### src/rtl/estr_pkg.sv
package estr_pkg;
  typedef enum logic [1:0] {
    MODE_SINGLE = 2'b00,
    MODE_EXPAND = 2'b01,
    MODE_BOOT   = 2'b10,
    MODE_TEST   = 2'b11
  } bus_mode_t;

  typedef struct packed {
    logic en;
    logic all;
    logic lo;
  } str_cfg_t;
endpackage

### src/rtl/estr_phase.sv
module estr_phase (
  input  logic clk,
  input  logic rst,
  input  logic tick,
  output logic ph,
  output logic per_end
);
  always_ff @(posedge clk) begin
    if (rst)       ph <= 1'b0;
    else if (tick) ph <= ~ph;
  end

  // a tick taken while the phase is high closes one E period and opens the next
  assign per_end = tick & ph;
endmodule

### src/rtl/estr_cfg.sv
module estr_cfg
  import estr_pkg::*;
(
  input  logic     clk,
  input  logic     rst,
  input  logic     wr,
  input  logic     en,
  input  logic     all,
  input  logic     lo,
  output str_cfg_t cfg
);
  always_ff @(posedge clk) begin
    if (rst)     cfg <= '0;
    else if (wr) cfg <= '{en: en, all: all, lo: lo};
  end
endmodule

### src/rtl/estr_qual.sv
module estr_qual
  import estr_pkg::*;
#(
  parameter int ADDR_W          = 16,
  parameter int WIN_W           = 3,
  parameter int LO_WIN          = 0,
  parameter int HI_WIN          = 6,
  parameter bit STRETCH_IN_TEST = 1'b1
) (
  input  str_cfg_t          cfg,
  input  logic [1:0]        mode,
  input  logic              req,
  input  logic              ext,
  input  logic [ADDR_W-1:0] addr,
  output logic              hit
);
  localparam logic [WIN_W-1:0] LO_CODE = WIN_W'(LO_WIN);
  localparam logic [WIN_W-1:0] HI_CODE = WIN_W'(HI_WIN);

  bus_mode_t        m;
  logic             mode_ok;
  logic             range_ok;
  logic [WIN_W-1:0] win;

  assign m   = bus_mode_t'(mode);
  assign win = addr[ADDR_W-1 -: WIN_W];

  generate
    if (STRETCH_IN_TEST) begin : g_test_ok
      assign mode_ok = (m == MODE_EXPAND) || (m == MODE_TEST);
    end else begin : g_exp_only
      assign mode_ok = (m == MODE_EXPAND);
    end
  endgenerate

  always_comb begin
    if (cfg.all)     range_ok = 1'b1;
    else if (cfg.lo) range_ok = (win == LO_CODE);
    else             range_ok = (win == HI_CODE);
  end

  assign hit = req & ext & cfg.en & mode_ok & range_ok;
endmodule

### src/rtl/estr_seq.sv
module estr_seq (
  input  logic clk,
  input  logic rst,
  input  logic tick,
  input  logic per_end,
  input  logic hit,
  output logic stall,
  output logic ext_e
);
  logic pend;

  always_ff @(posedge clk) begin
    if (rst) begin
      pend  <= 1'b0;
      stall <= 1'b0;
      ext_e <= 1'b0;
    end else if (per_end) begin
      // a pending cycle turns this period boundary into the extra period;
      // a request seen here is dropped because the CPU is being held
      stall <= pend;
      ext_e <= pend;
      pend  <= ~pend & hit;
    end else if (tick) begin
      ext_e <= 1'b1;
    end
  end
endmodule

### src/rtl/bus_stretch_ctl.sv
module bus_stretch_ctl
  import estr_pkg::*;
#(
  parameter int ADDR_W          = 16,
  parameter int WIN_W           = 3,
  parameter int LO_WIN          = 0,
  parameter int HI_WIN          = 6,
  parameter bit STRETCH_IN_TEST = 1'b1
) (
  input  logic              clk,
  input  logic              rst,
  input  logic              tick,
  input  logic              req,
  input  logic [ADDR_W-1:0] req_addr,
  input  logic              req_ext,
  input  logic [1:0]        mode,
  input  logic              cfg_wr,
  input  logic              cfg_en,
  input  logic              cfg_all,
  input  logic              cfg_lo,
  output logic              int_e,
  output logic              ext_e,
  output logic              cpu_stall
);
  str_cfg_t cfg;
  logic     ph;
  logic     per_end;
  logic     hit;

  estr_phase u_phase (
    .clk(clk), .rst(rst), .tick(tick), .ph(ph), .per_end(per_end)
  );

  estr_cfg u_cfg (
    .clk(clk), .rst(rst), .wr(cfg_wr),
    .en(cfg_en), .all(cfg_all), .lo(cfg_lo), .cfg(cfg)
  );

  estr_qual #(
    .ADDR_W(ADDR_W), .WIN_W(WIN_W), .LO_WIN(LO_WIN), .HI_WIN(HI_WIN),
    .STRETCH_IN_TEST(STRETCH_IN_TEST)
  ) u_qual (
    .cfg(cfg), .mode(mode), .req(req), .ext(req_ext),
    .addr(req_addr), .hit(hit)
  );

  estr_seq u_seq (
    .clk(clk), .rst(rst), .tick(tick), .per_end(per_end),
    .hit(hit), .stall(cpu_stall), .ext_e(ext_e)
  );

  assign int_e = ph;
endmodule

### config.mk
export PLATFORM = sky130hd
export DESIGN_NAME = bus_stretch_ctl
export DESIGN_NICKNAME = d
export VERILOG_FILES = /design/src/rtl/estr_pkg.sv /design/src/rtl/estr_phase.sv /design/src/rtl/estr_cfg.sv /design/src/rtl/estr_qual.sv /design/src/rtl/estr_seq.sv /design/src/rtl/bus_stretch_ctl.sv
export SDC_FILE = /design/constraint.sdc
export NUM_CORES = 1
export LEC_CHECK = 0
export BUFFER_PORTS_ARGS = -buffer_cell sky130_fd_sc_hd__buf_2
export CORE_AREA = 4 4 41 43
export DETAILED_ROUTE_END_ITERATION = 8
export DIE_AREA = 0 0 45 47
export PLACE_DENSITY = 0.57
export SLEW_MARGIN = 20
export SYNTH_ARGS = -nofsm -noshare
export SYNTH_HDL_FRONTEND = slang
export SYNTH_SLANG_ARGS = --single-unit
export TNS_END_PERCENT = 30
### constraint.sdc
create_clock -name clk -period 1.3 [get_ports clk]
set_input_delay 0.065 -clock clk [delete_from_list [all_inputs] [get_ports clk]]
set_output_delay 0.065 -clock clk [all_outputs]
set_load 0.05 [all_outputs]
Word level (Yosys, flattened, before mapping):

Index checks and enable logic that the tools add are counted.

* register bits after elaboration: 7
* input port bits: 27

* equality and inequality tests: 3
* multiplexer cells: 4
* bitwise gates (word level): 8
* reduce and logical (&&, ||, !) cells: 3

Operator list (count)
* $and A1 B1 Y1: 6
* $mux W1: 4
* $eq A3 B3 Y1 const B: 1
* $logic_not A3 Y1: 1
* $eq A2 B1 Y1 const B: 1
* $eq A2 B2 Y1 const B: 1
* $not A1 Y1: 2
* $reduce_bool A2 Y1: 1
* $logic_or A1 B1 Y1: 1

Logic depth before layout (Yosys ltp):

* depth after elaboration: 5
* mapped depth: 3
* gate-level depth less buffers: 3

Cells and area by module:

Synthesis repeated with hierarchy kept, for this count alone.

* cells, all modules: 28
* area, all modules: 286.5 um^2

Modules (own cells, without submodules)
* estr_seq: sequential area each 60.1 um^2, instances 1, cells an instance 11, area an instance 108.9 um^2
* estr_cfg: sequential area each 60.1 um^2, instances 1, cells an instance 9, area an instance 101.3 um^2
* estr_phase: sequential area each 20.0 um^2, instances 1, cells an instance 4, area an instance 40.0 um^2
* estr_qual: sequential area each 0.0 um^2, instances 1, cells an instance 4, area an instance 36.3 um^2

Worst setup path after synthesis:

OpenSTA, ideal clock, no wires.

* path kind: reg-to-reg
* from: register u_phase.ph
* to: register u_seq.pend
* buffers on the path: 0
* period minus slack after synthesis: 1.478 ns
* slack: -0.178 ns
* stages on the path, launching flop included: 4
* arrival: 1.409 ns
* data required time: 1.231 ns
* path through: dfxtp_1 nand2_2 or4b_1 o21ai_1

* word-level cells in the longest chain between the ends: 1

RTL lines
* start: declaration: RTL line estr_phase.sv:5 `output logic ph,`
* start signal: assignment: RTL line estr_phase.sv:10 `else if (tick) ph <= ~ph;`
* $and A1 B1 Y1: RTL line estr_phase.sv:14 `assign per_end = tick & ph;`
* end signal: assignment: RTL line estr_seq.sv:22 `pend <= ~pend & hit;`
* end: declaration: RTL line estr_seq.sv:10 `logic pend;`

Every way passes these cells.
A chain may end at the register's enable or synchronous reset.

Worst setup path in the final report:

Ends and elaborated chain as after synthesis.

==> out/results.ini <==
[clock_network]
clk_pin_slew_ns = 0.05
clock_latency_ns = 0.24
clock_sinks = 7
cts_setup_buffers = 0
cts-htree-levels = 1
cts_tree = built
cts_buffers = 3
holdBufCountCts = 0
root_buffer = clkbuf_4
cts-resized-gates = 0
clk_path_buf_depth = 2

[yosys]
seq_area_frac_synth_pct = 49.56
syn-cell-area_um2 = 282.8
syn_inst = 29
yosys_warnings = 0
synth-seq-cells = 7
synth_fp_nets = 56
syn_area_per_cell_um2 = 9.751
synth_cell_types = 15

[global_routing]
antenna_found_initial = 0
grt_max_degree = 9
grt_pass1_wl_um = 945
grt-ovfl-total = 0
grt_pass1_vias = 243
grt_usage_pct = 6.572

[worst_setup_path]
crit_family = simple AND/OR/NAND/NOR gates
cp_slowest_cell = or4b_1
start_kind = register
r2r_cells = 3
critPathMaxStageDelay_ns = 0.49
cp.depth = 3
critPathBufInv = 0
regToRegSetupSlack_ns = 0.18
cp.required_ns = 1.47
cp_max_fo = 5
rr_endpoint = u_seq.pend$_SDFFE_PP0P_
cp.arrival_ns = 1.30
path_class = reg -> reg
crit_end = u_seq.pend$_SDFFE_PP0P_
crit_chain = nand2_2 -> or4b_1 -> o21ai_1
setup.worst_path.start = u_phase.ph$_SDFFE_PP0P_
cp-end-kind = register
r2r-start = u_phase.ph$_SDFFE_PP0P_

[floorplanning]
num_rows = 13
die-width_um = 45
pin_count = 30
start_util_pct = 21.73
core_mm2 = 0.001301
die_y_um = 47
dieArea_mm2 = 0.002115

[route]
first_pass_iters = 1
route.met3.wl_um = 15
routed_wl_um = 618
routed.top_layer = met4
route.vias.total = 271
drt-initial-drc-count = 0
viasPerCell = 4.302
wl_met1_um = 258
drc = 0
wl_met2_um = 324
wl_per_cell_um = 9.810
drtAntennaViolNets = 0

[power]
cellPowerDensity_mw_per_mm2 = 1240
leakagePower_nw = 0.1773
ir_drop_uv = 289.6

[sta]
period_needed_ns = 1.125
fmax_mhz = 889.2
worstMarginPinSlew_ns = 0.2618
slew_headroom_pct = 82.43
hold_violations = 0
skew_ns = 0.0008552
setup_viol = 0
slew_violations = 0
fin_setup_tns_ns = 0
rsz0062_at_grt = no
post-route-period-util_pct = 86.51

[final_layout]
area_growth_pct = 42.92
nets = 76
drive_gt1_share_pct = 41.67
diodes = 0
multi_input_area_um2 = 138.9
stdcell_area_um2 = 404.1
mostFrequentLayoutCells = buf_2 (15), nor2_1 (6), dfxtp_1 (6), mux2i_1 (3), clkbuf_4 (3)
regArea_um2 = 141.4
final_common_cell = buf_2
n_fill_cell = 156

[place]
place.gp.congestion = 0.6133
dp_hpwl_um = 516.7
numPortBuffers = 15
placed_area_um2 = 377.9

[run_status]
status = complete, no violations

[hold_path]
hold_path_class = in -> reg

[job]
drv_cap = 0

-- layer usage --
metal | vias up | GRT usage, %
li1 | 145 | -
met4 | 0 | 5.263
met3 | 2 | 3.448
met1 | 120 | 7.094
met2 | 4 | 9.605
met5 | - | 0
-- metrics by stage --
| step | hold slack, ns | cells | worst slack (ns) | power, mW | util, % |
|---|---|---|---|---|---|
| 2_1_floorplan | 0.1300 | 29 | 0.02018 | 0.2824 | - |
| 3_3_place_gp | 0.3038 | 59 | 0.1911 | 0.3164 | 29.04 |
| 3_5_place_dp | 0.3073 | 59 | 0.1797 | 0.3176 | 29.04 |
| 4_1_cts | 0.05109 | 63 | 0.1636 | 0.5128 | 31.06 |
| 5_1_grt | 0.05709 | 63 | 0.1103 | 0.5348 | 31.06 |
| 6_report | 0.05899 | 63 | 0.1754 | 0.5011 | 31.06 |
-- worst reg2reg max path, cell delays in order, from the launching register on --
cell and delay, ns:
dfxtp_2 0.37, nand2_2 0.07, or4b_1 0.49, o21ai_1 0.13
-- how the worst min path moves through the flow --
stage	startpoint	end	cells past startpoint	slack, ns
4_1_cts	cfg_lo	u_cfg.cfg[0]$_SDFFE_PP0P_	3	0.05
3_3_place_gp	cfg_lo	u_cfg.cfg[0]$_SDFFE_PP0P_	3	0.30
2_1_floorplan	rst	u_phase.ph$_SDFFE_PP0P_	1	0.13
3_5_place_dp	cfg_en	u_cfg.cfg[2]$_SDFFE_PP0P_	3	0.31
5_1_grt	cfg_lo	u_cfg.cfg[0]$_SDFFE_PP0P_	3	0.06
6_report	cfg_all	u_cfg.cfg[1]$_SDFFE_PP0P_	3	0.06
-- synth_stat cells --
library cell  count  area share, %
a21oi_1           1            1.8
a311oi_1          2            6.2
dfxtp_1           7             50
inv_1             1            1.3
mux2i_1           3             11
nand2_1           1            1.3
nand2_2           1            2.2
nand3_1           1            1.8
nand3b_1          1            2.7
nand4b_1          1            3.1
nor2_1            6            8.0
nor4b_1           1            3.1
o21ai_1           1            1.8
or4b_1            1            3.5
xnor2_1           1            3.1
-- state kept, by name, indices dropped and copies added (netlist names) --
name         flops
u_seq.stall      1
u_phase.ph       1
u_cfg.cfg        3
u_seq.ext_e      1
u_seq.pend       1
-- area by class of cell --
type | instances | share of cell area (%)
inverters | 1 | 0.9288
multi-input cells | 21 | 34.37
well taps | 15 | 4.644
flip-flops and latches | 7 | 34.98
repair buffers | 15 | 18.58
clock buffers | 4 | 6.502
-- where the power goes --
part	switching (mW)	total [mW]	internal [mW]
clock network	0.0717	0.188	0.117
logic	0.0446	0.0763	0.0318
registers	0.00906	0.236	0.227
-- cells by family after synthesis --
kind of cell / count (synthesis) / synth area share (%)
AO/OA/AOI/OAI: 4 / 9.732
multiplexers: 3 / 10.62
XOR/XNOR: 1 / 3.098
AND/OR/NAND/NOR: 13 / 25.66
flip-flops: 7 / 49.56
buffers and inverters: 1 / 1.326
Note: power is estimated with default switching activity, not from simulation.
